==> config.mk <==
export PLATFORM = sky130hd
export DESIGN_NAME = portseq_ctrl
export DESIGN_NICKNAME = d
export VERILOG_FILES = /design/src/rtl/portseq_pkg.sv /design/src/rtl/portseq_steps.sv /design/src/rtl/portseq_timer.sv /design/src/rtl/portseq_shadow.sv /design/src/rtl/portseq_ctrl.sv
export SDC_FILE = /design/constraint.sdc
export NUM_CORES = 1
export LEC_CHECK = 0
export BUFFER_PORTS_ARGS = -buffer_cell sky130_fd_sc_hd__buf_2
export CAP_MARGIN = 40
export CELL_PAD_IN_SITES_DETAIL_PLACEMENT = 1
export CELL_PAD_IN_SITES_GLOBAL_PLACEMENT = 2
export CORE_ASPECT_RATIO = 1.4
export CORE_MARGIN = 2
export CORE_UTILIZATION = 33
export DETAILED_ROUTE_END_ITERATION = 12
export GPL_TIMING_DRIVEN = 0
export PLACE_DENSITY_LB_ADDON = 0.3
export RECOVER_POWER = 50
export SKIP_CTS_REPAIR_TIMING = 1
export SLEW_MARGIN = 10
export SYNTH_ARGS = -nofsm -noshare
export SYNTH_HDL_FRONTEND = slang
export SYNTH_HIERARCHICAL = 1
export SYNTH_SLANG_ARGS = --single-unit
==> constraint.sdc <==
create_clock -name clk -period 4.95 [get_ports clk]
set_input_delay 1.485 -clock clk [delete_from_list [all_inputs] [get_ports clk]]
set_output_delay 1.485 -clock clk [all_outputs]
set_load 0.05 [all_outputs]
==> src/rtl/portseq_pkg.sv <==
`timescale 1ns/1ps
package portseq_pkg;

    typedef enum logic [1:0] {
        ST_IDLE     = 2'd0,
        ST_DISPATCH = 2'd1,
        ST_WRITE    = 2'd2,
        ST_WAIT     = 2'd3
    } seq_st_e;

    // One entry of a sequence: a write of one control bit, a timed wait, or the end.
    typedef enum logic [2:0] {
        ACT_EN     = 3'd0,
        ACT_TXR    = 3'd1,
        ACT_FLUSH  = 3'd2,
        ACT_MAC    = 3'd3,
        ACT_RXR    = 3'd4,
        ACT_DRAIN  = 3'd5,
        ACT_SETTLE = 3'd6,
        ACT_END    = 3'd7
    } act_e;

    typedef struct packed {
        act_e act;
        logic val;
    } step_t;

    localparam int STEP_W = 3;

    function automatic logic act_is_write(act_e a);
        return (a == ACT_EN) || (a == ACT_TXR) || (a == ACT_FLUSH) ||
               (a == ACT_MAC) || (a == ACT_RXR);
    endfunction

endpackage

==> src/rtl/portseq_steps.sv <==
`timescale 1ns/1ps
// Fixed step tables for teardown and bring-up. The order is the behaviour.
module portseq_steps
    import portseq_pkg::*;
(
    input  logic              bring_up,
    input  logic              skip_drain,
    input  logic [STEP_W-1:0] idx,
    output step_t             step
);

    logic [STEP_W-1:0] eff;

    always_comb begin
        // On a link drop the drain entry (index 2) is stepped over.
        if (!bring_up && skip_drain && (idx >= STEP_W'(2)))
            eff = idx + STEP_W'(1);
        else
            eff = idx;
    end

    always_comb begin
        step = '{act: ACT_END, val: 1'b0};
        if (bring_up) begin
            case (eff)
                3'd0:    step = '{act: ACT_EN,     val: 1'b1};
                3'd1:    step = '{act: ACT_TXR,    val: 1'b0};
                3'd2:    step = '{act: ACT_FLUSH,  val: 1'b0};
                3'd3:    step = '{act: ACT_MAC,    val: 1'b0};
                3'd4:    step = '{act: ACT_RXR,    val: 1'b0};
                3'd5:    step = '{act: ACT_SETTLE, val: 1'b0};
                default: step = '{act: ACT_END,    val: 1'b0};
            endcase
        end else begin
            case (eff)
                3'd0:    step = '{act: ACT_EN,     val: 1'b0};
                3'd1:    step = '{act: ACT_TXR,    val: 1'b1};
                3'd2:    step = '{act: ACT_DRAIN,  val: 1'b0};
                3'd3:    step = '{act: ACT_FLUSH,  val: 1'b1};
                3'd4:    step = '{act: ACT_MAC,    val: 1'b1};
                3'd5:    step = '{act: ACT_RXR,    val: 1'b1};
                default: step = '{act: ACT_END,    val: 1'b0};
            endcase
        end
    end

endmodule

==> src/rtl/portseq_timer.sv <==
`timescale 1ns/1ps
// Down-counter for the drain and settle waits; expired while the count is zero.
module portseq_timer #(
    parameter int CW = 9
) (
    input  logic          clk,
    input  logic          rst,
    input  logic          load,
    input  logic [CW-1:0] load_val,
    output logic          expired
);

    logic [CW-1:0] cnt_d, cnt_q;

    always_comb begin
        cnt_d = cnt_q;
        if (load)
            cnt_d = load_val;
        else if (cnt_q != '0)
            cnt_d = cnt_q - CW'(1);
    end

    always_ff @(posedge clk) begin
        if (rst) cnt_q <= '0;
        else     cnt_q <= cnt_d;
    end

    assign expired = (cnt_q == '0);

    // without a load the count never climbs, so a wait cannot stretch.
    assert_count_down_R3: assert property (@(posedge clk) disable iff (rst)
        !load |=> (cnt_q <= $past(cnt_q)));

endmodule

==> src/rtl/portseq_shadow.sv <==
`timescale 1ns/1ps
// Shadow of the shared per-port control registers, plus write address/data forming.
module portseq_shadow
    import portseq_pkg::*;
#(
    parameter int NPORTS      = 4,
    parameter int PW          = 2,
    parameter int ADDR_W      = 12,
    parameter int DATA_W      = 32,
    parameter int A_EN        = 'h500,
    parameter int A_MAC       = 'h505,
    parameter int A_RXR       = 'h59E,
    parameter int A_TXR       = 'h620,
    parameter int FLUSH_OFS   = 'h11,
    parameter int PORT_STRIDE = 'h80
) (
    input  logic              clk,
    input  logic              rst,
    input  act_e              act,
    input  logic              val,
    input  logic [PW-1:0]     port,
    input  logic              commit,
    output logic [ADDR_W-1:0] addr,
    output logic [DATA_W-1:0] data
);

    localparam int SH_W = 5 * NPORTS;

    typedef struct packed {
        logic [NPORTS-1:0] en;
        logic [NPORTS-1:0] txr;
        logic [NPORTS-1:0] mac;
        logic [NPORTS-1:0] rxr;
        logic [NPORTS-1:0] flush;
    } shadow_t;

    shadow_t           sh_d, sh_q;
    logic [NPORTS-1:0] cur;
    logic [NPORTS-1:0] img;
    logic [SH_W-1:0]   sh_flat;

    assign sh_flat = sh_q;

    // Select the register image the current action targets and patch one bit.
    always_comb begin
        case (act)
            ACT_EN:    cur = sh_q.en;
            ACT_TXR:   cur = sh_q.txr;
            ACT_MAC:   cur = sh_q.mac;
            ACT_RXR:   cur = sh_q.rxr;
            ACT_FLUSH: cur = sh_q.flush;
            default:   cur = '0;
        endcase
        img       = cur;
        img[port] = val;
    end

    always_comb begin
        addr = '0;
        data = '0;
        case (act)
            ACT_EN:  begin addr = ADDR_W'(A_EN);  data[NPORTS-1:0] = img; end
            ACT_TXR: begin addr = ADDR_W'(A_TXR); data[NPORTS-1:0] = img; end
            ACT_MAC: begin addr = ADDR_W'(A_MAC); data[NPORTS-1:0] = img; end
            ACT_RXR: begin addr = ADDR_W'(A_RXR); data[NPORTS-1:0] = img; end
            ACT_FLUSH: begin
                addr    = ADDR_W'(FLUSH_OFS + int'(port) * PORT_STRIDE);
                data[0] = val;
            end
            default: begin addr = '0; data = '0; end
        endcase
    end

    always_comb begin
        sh_d = sh_q;
        if (commit) begin
            case (act)
                ACT_EN:    sh_d.en    = img;
                ACT_TXR:   sh_d.txr   = img;
                ACT_MAC:   sh_d.mac   = img;
                ACT_RXR:   sh_d.rxr   = img;
                ACT_FLUSH: sh_d.flush = img;
                default:   sh_d       = sh_q;
            endcase
        end
    end

    always_ff @(posedge clk) begin
        if (rst) sh_q <= '0;
        else     sh_q <= sh_d;
    end

    // an acknowledged write moves at most one shadow bit in total.
    assert_single_bit_R6: assert property (@(posedge clk) disable iff (rst)
        1'b1 |=> ($countones(sh_flat ^ $past(sh_flat)) <= 1));

    // without an acknowledged write the shadow holds.
    assert_shadow_hold_R6: assert property (@(posedge clk) disable iff (rst)
        !commit |=> $stable(sh_flat));

endmodule

==> src/rtl/portseq_ctrl.sv <==
`timescale 1ns/1ps
// Per-port teardown / bring-up sequencer for a four-port MAC.
module portseq_ctrl
    import portseq_pkg::*;
#(
    parameter int NPORTS       = 4,
    parameter int ADDR_W       = 12,
    parameter int DATA_W       = 32,
    parameter int CLK_MHZ      = 250,
    parameter int SETTLE_NS    = 1500,
    parameter int DRAIN_CYCLES = 64,
    parameter int A_EN         = 'h500,
    parameter int A_MAC        = 'h505,
    parameter int A_RXR        = 'h59E,
    parameter int A_TXR        = 'h620,
    parameter int FLUSH_OFS    = 'h11,
    parameter int PORT_STRIDE  = 'h80,
    localparam int PW          = $clog2(NPORTS)
) (
    input  logic              clk,
    input  logic              rst,
    input  logic              req_disable,
    input  logic              req_enable,
    input  logic              req_linkdrop,
    input  logic [PW-1:0]     req_port,
    output logic [ADDR_W-1:0] wr_addr,
    output logic [DATA_W-1:0] wr_data,
    output logic              wr_en,
    input  logic              wr_ack,
    output logic              busy,
    output logic              done
);

    localparam int SETTLE_CYCLES = (CLK_MHZ * SETTLE_NS + 999) / 1000;
    localparam int WAIT_MAX      = (DRAIN_CYCLES > SETTLE_CYCLES) ? DRAIN_CYCLES : SETTLE_CYCLES;
    localparam int CW            = $clog2(WAIT_MAX + 1);

    typedef struct packed {
        seq_st_e           st;
        logic [STEP_W-1:0] idx;
        logic [PW-1:0]     port;
        logic              up;
        logic              link;
        logic              busy;
        logic              done;
    } ctl_t;

    ctl_t          ctl_d, ctl_q;
    step_t         step;
    logic          commit;
    logic          timer_load;
    logic [CW-1:0] timer_val;
    logic          timer_exp;

    portseq_steps u_steps (
        .bring_up   (ctl_q.up),
        .skip_drain (ctl_q.link),
        .idx        (ctl_q.idx),
        .step       (step)
    );

    portseq_timer #(.CW(CW)) u_timer (
        .clk      (clk),
        .rst      (rst),
        .load     (timer_load),
        .load_val (timer_val),
        .expired  (timer_exp)
    );

    portseq_shadow #(
        .NPORTS      (NPORTS),
        .PW          (PW),
        .ADDR_W      (ADDR_W),
        .DATA_W      (DATA_W),
        .A_EN        (A_EN),
        .A_MAC       (A_MAC),
        .A_RXR       (A_RXR),
        .A_TXR       (A_TXR),
        .FLUSH_OFS   (FLUSH_OFS),
        .PORT_STRIDE (PORT_STRIDE)
    ) u_shadow (
        .clk    (clk),
        .rst    (rst),
        .act    (step.act),
        .val    (step.val),
        .port   (ctl_q.port),
        .commit (commit),
        .addr   (wr_addr),
        .data   (wr_data)
    );

    always_comb begin
        ctl_d      = ctl_q;
        ctl_d.done = 1'b0;
        commit     = 1'b0;
        timer_load = 1'b0;
        timer_val  = '0;
        case (ctl_q.st)
            ST_IDLE: begin
                if (req_linkdrop || req_disable || req_enable) begin
                    // Priority: link drop, then shutdown, then bring-up.
                    ctl_d.up   = !req_linkdrop && !req_disable;
                    ctl_d.link = req_linkdrop;
                    ctl_d.port = req_port;
                    ctl_d.idx  = '0;
                    ctl_d.busy = 1'b1;
                    ctl_d.st   = ST_DISPATCH;
                end
            end
            ST_DISPATCH: begin
                if (act_is_write(step.act)) begin
                    ctl_d.st = ST_WRITE;
                end else if (step.act == ACT_DRAIN) begin
                    timer_load = 1'b1;
                    timer_val  = CW'(DRAIN_CYCLES - 1);
                    ctl_d.st   = ST_WAIT;
                end else if (step.act == ACT_SETTLE) begin
                    timer_load = 1'b1;
                    timer_val  = CW'(SETTLE_CYCLES - 1);
                    ctl_d.st   = ST_WAIT;
                end else begin
                    ctl_d.st   = ST_IDLE;
                    ctl_d.busy = 1'b0;
                    ctl_d.done = 1'b1;
                end
            end
            ST_WRITE: begin
                if (wr_ack) begin
                    commit    = 1'b1;
                    ctl_d.idx = ctl_q.idx + STEP_W'(1);
                    ctl_d.st  = ST_DISPATCH;
                end
            end
            ST_WAIT: begin
                if (timer_exp) begin
                    ctl_d.idx = ctl_q.idx + STEP_W'(1);
                    ctl_d.st  = ST_DISPATCH;
                end
            end
            default: ctl_d.st = ST_IDLE;
        endcase
    end

    always_ff @(posedge clk) begin
        if (rst) begin
            ctl_q <= '{st: ST_IDLE, idx: '0, port: '0, up: 1'b0,
                       link: 1'b0, busy: 1'b0, done: 1'b0};
        end else begin
            ctl_q <= ctl_d;
        end
    end

    assign wr_en = (ctl_q.st == ST_WRITE);
    assign busy  = ctl_q.busy;
    assign done  = ctl_q.done;

    // an unacknowledged write keeps its strobe, address and data.
    assert_hold_write_R7: assert property (@(posedge clk) disable iff (rst)
        (wr_en && !wr_ack) |=> (wr_en && $stable(wr_addr) && $stable(wr_data)));

    // done lasts one cycle.
    assert_done_pulse_R10: assert property (@(posedge clk) disable iff (rst)
        done |=> !done);

    // done and busy are never high together.
    assert_done_not_busy_R10: assert property (@(posedge clk) disable iff (rst)
        done |-> !busy);

    // no bus activity outside a sequence.
    assert_quiet_idle_R9: assert property (@(posedge clk) disable iff (rst)
        !busy |-> !wr_en);

    // the selected port cannot be changed by a request during a sequence.
    assert_port_held_R9: assert property (@(posedge clk) disable iff (rst)
        busy |=> (!busy || $stable(ctl_q.port)));

    // a link-drop sequence never enters a timed wait.
    assert_link_no_wait_R4: assert property (@(posedge clk) disable iff (rst)
        (ctl_q.st == ST_WAIT) |-> !ctl_q.link);

endmodule

==> impl_metrics.ini <==
[floorplan]
fp.dieArea_um2 = 9030
floorplan.die.width_um = 80.9
chipHeight_um = 112
start_util = 0.337
design.core.area_um2 = 8100
floorplan.io_pins = 55
floorplan.rows = 39

[timing]
skew_ns = 0.00392
grt_setup_unrepaired = yes
final.period_utilization = 0.957
setup_viol = 0
fmax_mhz = 211
slew_violations = 0
post-route-worst-setup-slack_ns = 0.214
max_slew_margin = 0.495
tightest_slew_ns = 0.752
period_minus_slack_ns = 4.74
final_hold_viols = 0

[setup_path]
crit_type = register to primary output
crit_path_arrival_time_ns = 3.25
crit_path_cell_trace = inv_1 > ha_1 > nor2_1 > nor2_1 > mux2i_4 > o21ai_2 > a221o_2 > nor3b_4 > a22oi_1 > a21oi_2 > o21ai_0 > o31ai_1 > clkbuf_4
critical-path-top-cell-by-count = sky130_fd_sc_hd__nor2_1
worstPathRequired_ns = 3.46
cp_capture_type = primary output
setup.reg_to_reg.worst_slack_ns = 1.91
slowest_stage = sky130_fd_sc_hd__a221o_2
max_stage_delay_ns = 0.47
worst-path-max-fanout = 10
cp_startpoint_kind = register

[layout]
finalNetCount = 406
syn_to_final_growth_pct = 22.4
fin_cells = 496
n_fill_cell = 1011
drive_gt1_frac = 0.292
n_antenna_cell = 0

[power_and_ir_drop]
worst_ir_drop_vdd_uv = 155
cellPowerDensity_nw_per_um2 = 352
cellLeakagePower_nw = 1.52

[logic_synthesis]
netlist_area_um2 = 2730
synth.most_common_cell = sky130_fd_sc_hd__dfxtp_1
synth.top_cells.by_area = sky130_fd_sc_hd__dfxtp_1 29%, sky130_fd_sc_hd__buf_4 9.1%, sky130_fd_sc_hd__mux2i_1 5.1%, sky130_fd_sc_hd__nor2_1 4.7%, sky130_fd_sc_hd__nand2_1 3.6%
ys_seq_elements = 40
ys.warnings.count = 6
asyncSetResetFlopFracSynth = 0
yosys.area.top_type_share = 0.293
most_area_hungry_cell_type_in_the_yosys_netlist = sky130_fd_sc_hd__dfxtp_1
yosysUniqueCellTypes = 65
synth_common_cells = 40 x sky130_fd_sc_hd__dfxtp_1, 34 x sky130_fd_sc_hd__nor2_1, 33 x sky130_fd_sc_hd__buf_4
synth_edf_count = 0
dominantRegCellSynth = sky130_fd_sc_hd__dfxtp_1
synthesis.area_per_instance_um2 = 8.46
cell_count_after_synthesis = 323
seq_area_frac_synth = 0.293

[clock_tree]
tritoncts_clock_tree = built
cts_made_buffers = 5
cts-root-to-sink-buffers = 2
clock_sink_count = 40
worst_skew_pair.late_latency_ns = 0.28
clk_pin_slew_ns = 0.06
clock-root-buffer = sky130_fd_sc_hd__clkbuf_16
clock_tree.htree_level_count = 2

[drt]
drt-wirelength-per-cell_um = 14.4
dr.pass1.iters = 4
detailroute.via_count = 2414
drt-total-wl_um = 7120
detailedRoute.firstIterationViolations = 57
route.detailed.vias_per_inst = 4.87
ant_nets = 0
drcViolationCount = 0

[run_status]
run_status = finished, final reports clean

[global_routing]
grt_pass1_wl_um = 11600
grt_pass1_vias = 2437
groute.usage.overall = 0.164
grt_start_max_net_pins = 12
global_route.overflow_total = 0
initial_antenna_violation_count = 0

[place]
dp_hpwl_um = 5460
routabilityCongestion = 0.744
io_buffer_count = 23
post-place-cells = 477
pre_cts_ws_ns = 0.0857

[worst_hold_path]
min_path_type = register to register

[job]
max_cap_viol_count = 0
## sequential cells by signal, indices dropped and copies added, names as in the netlist
register / cells
u_timer/cnt_q: 9
u_shadow/sh_flat: 20
busy: 1
ctl_q: 9
done: 1
## final timing paths
| kind | to | from | depth (start not counted) |
|---|---|---|---|
| setup reg to reg | u_timer/cnt_q[0] | ctl_q[6] | 15 |
| setup / recovery | wr_data[0] | ctl_q[6] | 13 |
| hold / removal | u_shadow/sh_flat[2] | u_shadow/sh_flat[2] | 2 |
| hold reg to reg | u_shadow/sh_flat[2] | u_shadow/sh_flat[2] | 2 |
## critical path, delay by kind of cell, from the launching register on
kind | cells | cell delay (ns)
simple gates | 3 | 0.48
mux | 1 | 0.31
fa+ha+maj | 1 | 0.25
flops | 1 | 0.41
buf+inv | 2 | 0.38
compound gates | 6 | 1.14
## layout by cell type (no fill, tap or decap), drive strengths merged, types with 2 or more instances in the layout
cell type | synthesis | final
a21oi | 22 | 22
a22o | 3 | 3
a22oi | 9 | 9
and2 | 3 | 3
and3 | 3 | 3
buf | 41 | 71
clkbuf | 5 | 17
conb | 2 | 31
dfxtp | 40 | 40
ha | 4 | 4
inv | 10 | 10
mux2 | 9 | 9
mux2i | 16 | 16
nand2 | 28 | 28
nand2b | 3 | 3
nand3 | 8 | 8
nand3b | 4 | 4
nor2 | 35 | 35
nor2b | 10 | 10
nor3 | 9 | 9
nor3b | 7 | 7
nor4 | 2 | 2
o211ai | 2 | 2
o21a | 3 | 3
o21ai | 13 | 13
o221ai | 3 | 3
o31ai | 2 | 2
or3 | 4 | 4
or4b | 2 | 2
xnor2 | 2 | 2
xor2 | 3 | 3
## report_power, final
| group | internal (mW) | switching (mW) |
|---|---|---|
| clock network | 0.212 | 0.130 |
| registers | 0.357 | 0.0377 |
| logic | 0.185 | 0.256 |
## final cells by class
cell class / count / area (um2) / share of cell area
plain buffers: 46 / 344 / 0.103
clock buffers: 7 / 153 / 0.0457
inverters: 10 / 37.5 / 0.0112
multi-input cells: 256 / 1670 / 0.500
flip-flops and latches: 40 / 802 / 0.240
well taps: 102 / 128 / 0.0382
repair buffers: 35 / 206 / 0.0618
## layer usage
metal  vias to the layer above  part of all wire  GRT usage
li1                       1214                 -          -
met1                      1155              0.41      0.184
met2                        37              0.54      0.301
met3                         8             0.028     0.0284
met4                         0             0.018     0.0599
met5                         -                 0          0
## cells by family after synthesis
group / synth area share
mux: 0.102
fa+ha+maj: 0.0183
buf+inv: 0.140
flops: 0.293
other cells: 0.00275
xor+xnor: 0.0188
simple gates: 0.235
compound gates: 0.190
## per-stage QoR
stage                      util  TNS (ns)  hold WS (ns)  power [mW]  cell area [um2]
final                     0.413         0         0.455        1.18             3340
after global routing      0.413   -0.0451         0.469        1.25             3340
after CTS                 0.400    -0.597         0.455        1.18             3240
after detailed placement  0.381         0         0.447       0.828             3090
after global placement    0.381         0         0.441       0.819             3090
after floorplan               -         0         0.428       0.751             2850
Power figures use the tool's default switching activity.
